**src/rtl/can_bt_pkg.sv**
```systemverilog
package can_bt_pkg;
  typedef enum logic [1:0] {
    SEG_SYNC = 2'd0,
    SEG_TS1  = 2'd1,
    SEG_TS2  = 2'd2
  } seg_e;
endpackage

```
**src/rtl/can_bt_prescaler.sv**
```systemverilog
module can_bt_prescaler #(
  parameter int BRP_W = 6
) (
  input  logic             clk,
  input  logic             rst_n,
  input  logic [BRP_W-1:0] cfg_brp,
  input  logic             restart,
  output logic             tq_stb
);
  localparam int CW = BRP_W + 1;

  logic [CW-1:0] cnt;
  logic [CW-1:0] last;

  // quantum is 2*(brp+1) clocks: last count is 2*brp+1
  assign last   = {cfg_brp, 1'b1};
  assign tq_stb = rst_n && (cnt >= last);

  always_ff @(posedge clk or negedge rst_n) begin
    if (!rst_n)             cnt <= '0;
    else if (restart)       cnt <= '0;
    else if (cnt >= last)   cnt <= '0;
    else                    cnt <= cnt + CW'(1);
  end

  AST_TQ_GAP: assert property (@(posedge clk) disable iff (!rst_n)
    tq_stb |=> !tq_stb);
endmodule

```
**src/rtl/can_bt_edge.sv**
```systemverilog
module can_bt_edge (
  input  logic clk,
  input  logic rst_n,
  input  logic rx,
  output logic rx_s,
  output logic edge_fall
);
  logic s1, s2, s3;

  always_ff @(posedge clk or negedge rst_n) begin
    if (!rst_n) begin
      s1 <= 1'b1;
      s2 <= 1'b1;
      s3 <= 1'b1;
    end else begin
      s1 <= rx;
      s2 <= s1;
      s3 <= s2;
    end
  end

  assign rx_s      = s2;
  assign edge_fall = s3 & ~s2;

  AST_EDGE_FALL_ONLY: assert property (@(posedge clk) disable iff (!rst_n)
    edge_fall |=> ($past(rx_s) == 1'b0));
endmodule

```
**src/rtl/can_bt_segfsm.sv**
```systemverilog
module can_bt_segfsm
  import can_bt_pkg::*;
#(
  parameter int TS1_W = 4,
  parameter int TS2_W = 3,
  parameter int SJW_W = 2
) (
  input  logic             clk,
  input  logic             rst_n,
  input  logic             tq_stb,
  input  logic             edge_fall,
  input  logic             bus_idle,
  input  logic             rx_s,
  input  logic [TS1_W-1:0] cfg_tseg1,
  input  logic [TS2_W-1:0] cfg_tseg2,
  input  logic [SJW_W-1:0] cfg_sjw,
  output logic             hsync,
  output logic             sample_stb,
  output logic             sample_val,
  output logic             tx_stb
);
  localparam int LW = TS1_W + 2;

  seg_e            seg;
  logic [LW-1:0]   qcnt;
  logic [LW-1:0]   len_cur;
  logic [LW-1:0]   ts1_base;
  logic            resynced;
  logic [SJW_W-1:0] sjw_q;
  logic            smp_q, val_q, tx_q;

  logic [LW-1:0]   qn, sj, adj_len;
  logic            adj_done, do_adj, seg_end;

  assign hsync = edge_fall & bus_idle;

  always_comb begin
    qn       = qcnt + LW'(1);
    sj       = LW'(sjw_q) + LW'(1);
    adj_len  = len_cur;
    adj_done = resynced;
    do_adj   = edge_fall & ~bus_idle & ~resynced & (seg != SEG_SYNC);
    if (do_adj) begin
      adj_done = 1'b1;
      if (seg == SEG_TS1) begin
        adj_len = len_cur + ((qn < sj) ? qn : sj);
      end else begin
        adj_len = (len_cur > (qn + sj)) ? (len_cur - sj) : qn;
      end
    end
    seg_end = tq_stb & (qn == adj_len);
  end

  always_ff @(posedge clk or negedge rst_n) begin
    if (!rst_n) begin
      seg      <= SEG_SYNC;
      qcnt     <= '0;
      len_cur  <= LW'(1);
      ts1_base <= LW'(1);
      resynced <= 1'b0;
      sjw_q    <= '0;
      smp_q    <= 1'b0;
      val_q    <= 1'b1;
      tx_q     <= 1'b0;
    end else begin
      smp_q <= 1'b0;
      tx_q  <= 1'b0;
      if (hsync) begin
        seg      <= SEG_SYNC;
        qcnt     <= '0;
        len_cur  <= LW'(1);
        resynced <= 1'b1;
      end else if (seg_end) begin
        qcnt <= '0;
        case (seg)
          SEG_SYNC: begin
            seg      <= SEG_TS1;
            len_cur  <= LW'(cfg_tseg1) + LW'(1);
            ts1_base <= LW'(cfg_tseg1) + LW'(1);
            sjw_q    <= cfg_sjw;
            resynced <= adj_done;
          end
          SEG_TS1: begin
            seg      <= SEG_TS2;
            len_cur  <= LW'(cfg_tseg2) + LW'(1);
            resynced <= adj_done;
            smp_q    <= 1'b1;
            val_q    <= rx_s;
          end
          default: begin
            seg      <= SEG_SYNC;
            len_cur  <= LW'(1);
            resynced <= 1'b0;
            tx_q     <= 1'b1;
          end
        endcase
      end else begin
        if (tq_stb) qcnt <= qn;
        len_cur  <= adj_len;
        resynced <= adj_done;
      end
    end
  end

  assign sample_stb = smp_q;
  assign sample_val = val_q;
  assign tx_stb     = tx_q;

  AST_STB_EXCL: assert property (@(posedge clk) disable iff (!rst_n)
    $onehot0({sample_stb, tx_stb}));
  AST_SMP_ON_TQ: assert property (@(posedge clk) disable iff (!rst_n)
    sample_stb |-> $past(tq_stb));
  AST_TX_AFTER_TS2: assert property (@(posedge clk) disable iff (!rst_n)
    tx_stb |-> ($past(seg) == SEG_TS2 && seg == SEG_SYNC));
  AST_TS1_CAP: assert property (@(posedge clk) disable iff (!rst_n)
    (seg == SEG_TS1) |-> (len_cur <= ts1_base + LW'(sjw_q) + LW'(1)));
  AST_TS2_FLOOR: assert property (@(posedge clk) disable iff (!rst_n)
    (seg == SEG_TS2) |-> (len_cur > qcnt));
  AST_SYNC_NOFLAG: assert property (@(posedge clk) disable iff (!rst_n)
    (seg == SEG_SYNC && $past(seg) == SEG_SYNC && !$past(hsync)) |-> $stable(resynced));
  AST_ONE_RESYNC: assert property (@(posedge clk) disable iff (!rst_n)
    (seg == SEG_TS1 && $past(seg) == SEG_TS1 && $past(resynced) && !$past(hsync))
      |-> (len_cur == $past(len_cur)));
  AST_HSYNC_NO_TX: assert property (@(posedge clk) disable iff (!rst_n)
    hsync |=> !tx_stb);
endmodule

```
**src/rtl/can_bittime_sync.sv**
```systemverilog
module can_bittime_sync #(
  parameter int BRP_W = 6,
  parameter int TS1_W = 4,
  parameter int TS2_W = 3,
  parameter int SJW_W = 2
) (
  input  logic             clk,
  input  logic             rst_n,
  input  logic [BRP_W-1:0] cfg_brp,
  input  logic [TS1_W-1:0] cfg_tseg1,
  input  logic [TS2_W-1:0] cfg_tseg2,
  input  logic [SJW_W-1:0] cfg_sjw,
  input  logic             bus_idle,
  input  logic             rx,
  output logic             tq_stb,
  output logic             sample_stb,
  output logic             sample_val,
  output logic             tx_stb
);
  logic rx_s, edge_fall, hsync;

  can_bt_edge u_edge (
    .clk       (clk),
    .rst_n     (rst_n),
    .rx        (rx),
    .rx_s      (rx_s),
    .edge_fall (edge_fall)
  );

  can_bt_prescaler #(.BRP_W(BRP_W)) u_presc (
    .clk     (clk),
    .rst_n   (rst_n),
    .cfg_brp (cfg_brp),
    .restart (hsync),
    .tq_stb  (tq_stb)
  );

  can_bt_segfsm #(.TS1_W(TS1_W), .TS2_W(TS2_W), .SJW_W(SJW_W)) u_fsm (
    .clk        (clk),
    .rst_n      (rst_n),
    .tq_stb     (tq_stb),
    .edge_fall  (edge_fall),
    .bus_idle   (bus_idle),
    .rx_s       (rx_s),
    .cfg_tseg1  (cfg_tseg1),
    .cfg_tseg2  (cfg_tseg2),
    .cfg_sjw    (cfg_sjw),
    .hsync      (hsync),
    .sample_stb (sample_stb),
    .sample_val (sample_val),
    .tx_stb     (tx_stb)
  );

  AST_RST_QUIET: assert property (@(posedge clk) disable iff (!rst_n)
    $past(!rst_n) |-> (!sample_stb && !tx_stb));
endmodule

```
**config.mk**
```make
export PLATFORM = sky130hd
export DESIGN_NAME = can_bittime_sync
export DESIGN_NICKNAME = d
export VERILOG_FILES = /design/src/rtl/can_bt_pkg.sv /design/src/rtl/can_bt_prescaler.sv /design/src/rtl/can_bt_edge.sv /design/src/rtl/can_bt_segfsm.sv /design/src/rtl/can_bittime_sync.sv
export SDC_FILE = /design/constraint.sdc
export NUM_CORES = 1
export LEC_CHECK = 0
export CORE_ASPECT_RATIO = 1.75
export CORE_MARGIN = 2
export CORE_UTILIZATION = 64
export DETAILED_ROUTE_END_ITERATION = 12
export MAX_ROUTING_LAYER = met4
export PLACE_DENSITY = 0.95
export SLEW_MARGIN = 0
export SYNTH_ARGS = -nofsm -noshare
export SYNTH_HDL_FRONTEND = slang
export SYNTH_SLANG_ARGS = --single-unit
export TNS_END_PERCENT = 20
```
**constraint.sdc**
```tcl
create_clock -name clk -period 10.44 [get_ports clk]
set_input_delay 1.566 -clock clk [delete_from_list [all_inputs] [get_ports clk]]
set_output_delay 1.566 -clock clk [all_outputs]
set_load 0.1 [all_outputs]
```
==> flow_summary.ini <==
[routing]
num_vias = 2528
via_per_inst = 6.30
drt_iter0_drc = 81
drt_wl_total_mm = 7.00
route.detailed.drc = 0
dr.pass1.iters = 4
ant_nets = 0
wl_per_cell_um = 17.5

[worst_setup_path]
cp.required_ps = 10610
crit_path_start_kind = flip-flop
crit_arrival_ps = 6190
crit_chain = ha_1 -> xnor2_1 -> inv_1 -> ha_1 -> o21ai_0 -> nand2_1 -> nor4_1 -> o21ai_0 -> ha_1 -> a211oi_2 -> nor2_1 -> xnor2_1 -> xnor2_1 -> a32o_1 -> or4b_4 -> nor4_4 -> nand3_2 -> mux2_1
crit_type = reg -> reg
r2r_cells = 18
cp_max_fo = 13
path_delay_family = simple AND/OR/NAND/NOR gates
worstReg2RegStart = u_fsm.qcnt[0]$_DFFE_PN0P_
path_buf_inv = 1
crit_start = u_fsm.qcnt[0]$_DFFE_PN0P_
crit_path_end_kind = flip-flop
crit_cells = 18
max_stage_delay_ps = 630
slowest_stage = nor4_1

[finish]
layout_common_cells = nor2_1, ha_1, nand2_1
final_common_cell = nor2_1
area_growth_pct = 9.13
fin_area_um2 = 3190
final_core_util_pct = 72.3
drive_above_1_share_pct = 9.71
nets = 401
diodes = 0

[clock_tree]
cts_sinks = 30
path_clk_slew_ps = 70
ctsHoldBuffers = 0
htree_levels = 2
cts_resized = 0
cts_root_buf = clkbuf_8
cts_tree = built
insertion_delay_ps = 290
post_cts_buffers = 0
cts_made_buffers = 5
cts_buffer_depth = 2

[worst_hold_path]
hold_depth = 0
hold_start = u_edge.s1$_DFF_PN1_
hp-class = reg -> reg

[timing]
fin_crit_ps = 6020
drv_slew = 0
finalSetupTns_ps = 0
setup_violations = 0
fin_skew_ps = 10.8
rsz0062_at_grt = false
finalCritPeriodShare_pct = 57.7
relSlewSlack_pct = 34.7
finalHoldViolations = 0
worstMarginPinSlew_ps = 977
fmax_mhz = 166

[yosys]
yosys-top-cells-area = dfrtp_1, ha_1, nor2_1, dfstp_2, xnor2_1
ys_seq_area_share_pct = 25.9
ys_seq_elements = 30
yosysTopAreaCell = dfrtp_1
synth_top_cell_area_share_pct = 21.4
async_flop_share_pct = 100
yosys_warnings = 0
synth_flop_cell = dfrtp_1
syn-mean-instance-area_um2 = 8.85
synth-edff-count = 0
synthCells = 330
syn-cell-area_um2 = 2920
ys_types = 69

[pwr]
power_density_nw_per_um2 = 270
ir_worst_vdd_mv = 0.389
leakagePower_uw = 0.00146
finalPower_uw = 860

[placed_design]
port_buffers = 22
gp_congestion = 1.00
placed_cell_area_um2 = 3100
place_hpwl_mm = 5.47

[global_route]
grt_start_max_net_pins = 32
grt_usage_pct = 31.5
antenna_found_initial = 0
grt_pass1_wl_mm = 11.4
overflow = 0
grt_pass1_vias = 2548

[run_status]
outcome = finished clean

[floorplan]
start_util_pct = 66.3
rows = 32
die_h_um = 93.3
fp.dieArea_um2 = 5140
die_w_um = 55.1
io_pins = 23
core_um2 = 4400

[run]
maxCapViolCount = 0
## cell type report
class	instances	area, um2
clock buffers	6	72.6
clock inverters	2	10.0
fillers	326	1220
inverters	21	78.8
multi-input cells	267	1970
flip-flops and latches	30	757
well taps	51	63.8
repair buffers	24	235
## synth_stat cells (4+ instances only)
cell and number:
nor2_1 37, ha_1 31, nand2_1 26, dfrtp_1 25, inv_1 21, o21ai_0 21, a21oi_1 17, xnor2_1 15
xor2_1 14, mux2i_1 8, and3_1 7, nand3_1 7, o211ai_1 7, nor3_1 6, dfstp_2 5, buf_4 4
nand2b_1 4
## stage by stage
| stage | std cells | setup slack [ps] | hold WS, ps |
|---|---|---|---|
| after floorplan | 331 | 5570 | 345 |
| after global placement | 393 | 4590 | 351 |
| after detailed placement | 393 | 4500 | 348 |
| after CTS | 401 | 4470 | 348 |
| after global routing | 401 | 4020 | 339 |
| final | 401 | 4420 | 346 |
## report_power, final
part	internal, uW	switching (uW)	total [uW]
registers	141	37.4	178
clock network	46.1	43.8	89.9
logic	242	350	592
total	429	431	860
## worst register-to-register path, cell delays in order, from the launching register on
cell and delay [ps]:
dfrtp_1 510, ha_1 310, xnor2_1 480, inv_1 170, ha_1 370, o21ai_0 80
nand2_1 70, nor4_1 630, o21ai_0 310, ha_1 380, a211oi_2 230, nor2_1 100
xnor2_1 220, xnor2_1 100, a32o_1 270, or4b_4 550, nor4_4 590, nand3_2 180
mux2_1 340
## path summary, 6_finish.rpt
kind | slack (ps) | endpoint
worst max-delay path | 4420 | u_fsm.sjw_q[0]$_DFFE_PN0P_
worst min-delay path | 350 | u_edge.rx_s$_DFF_PN1_
worst max register to register | 4420 | u_fsm.sjw_q[0]$_DFFE_PN0P_
worst min register to register | 350 | u_edge.rx_s$_DFF_PN1_
max in group asynchronous | 8440 | u_fsm.sample_val$_DFFE_PN1P_
min in group asynchronous | 1670 | u_presc.cnt[6]$_DFF_PN0_
## cells by family after synthesis
kind of cell,count (synthesis),synth area share [%]
AOI/OAI and AO/OA,74,16.5
xor gates and xnor gates,31,10.2
adders and majority gates,33,14.7
buffers and inverters,34,6.77
DFF,30,25.9
muxes,12,4.29
other,1,0.128
and+or+nand+nor,115,21.5
## sequential cells by signal, indices dropped and copies added, names as in the netlist, 2 cells and up
register	count
u_fsm.qcnt	6
u_fsm.len_cur	6
u_fsm.sjw_q	2
u_fsm.seg	2
u_presc.cnt	7
## routing by layer
layer | GRT usage [%] | up-vias | routed length, um
li1 | - | 1208 | -
met1 | 32.8 | 1205 | 2480
met2 | 54.1 | 84 | 3880
met3 | 3.04 | 31 | 267
met4 | 18.7 | 0 | 380
met5 | - | - | 0
No activity file was read; power rests on OpenSTA's default activity.
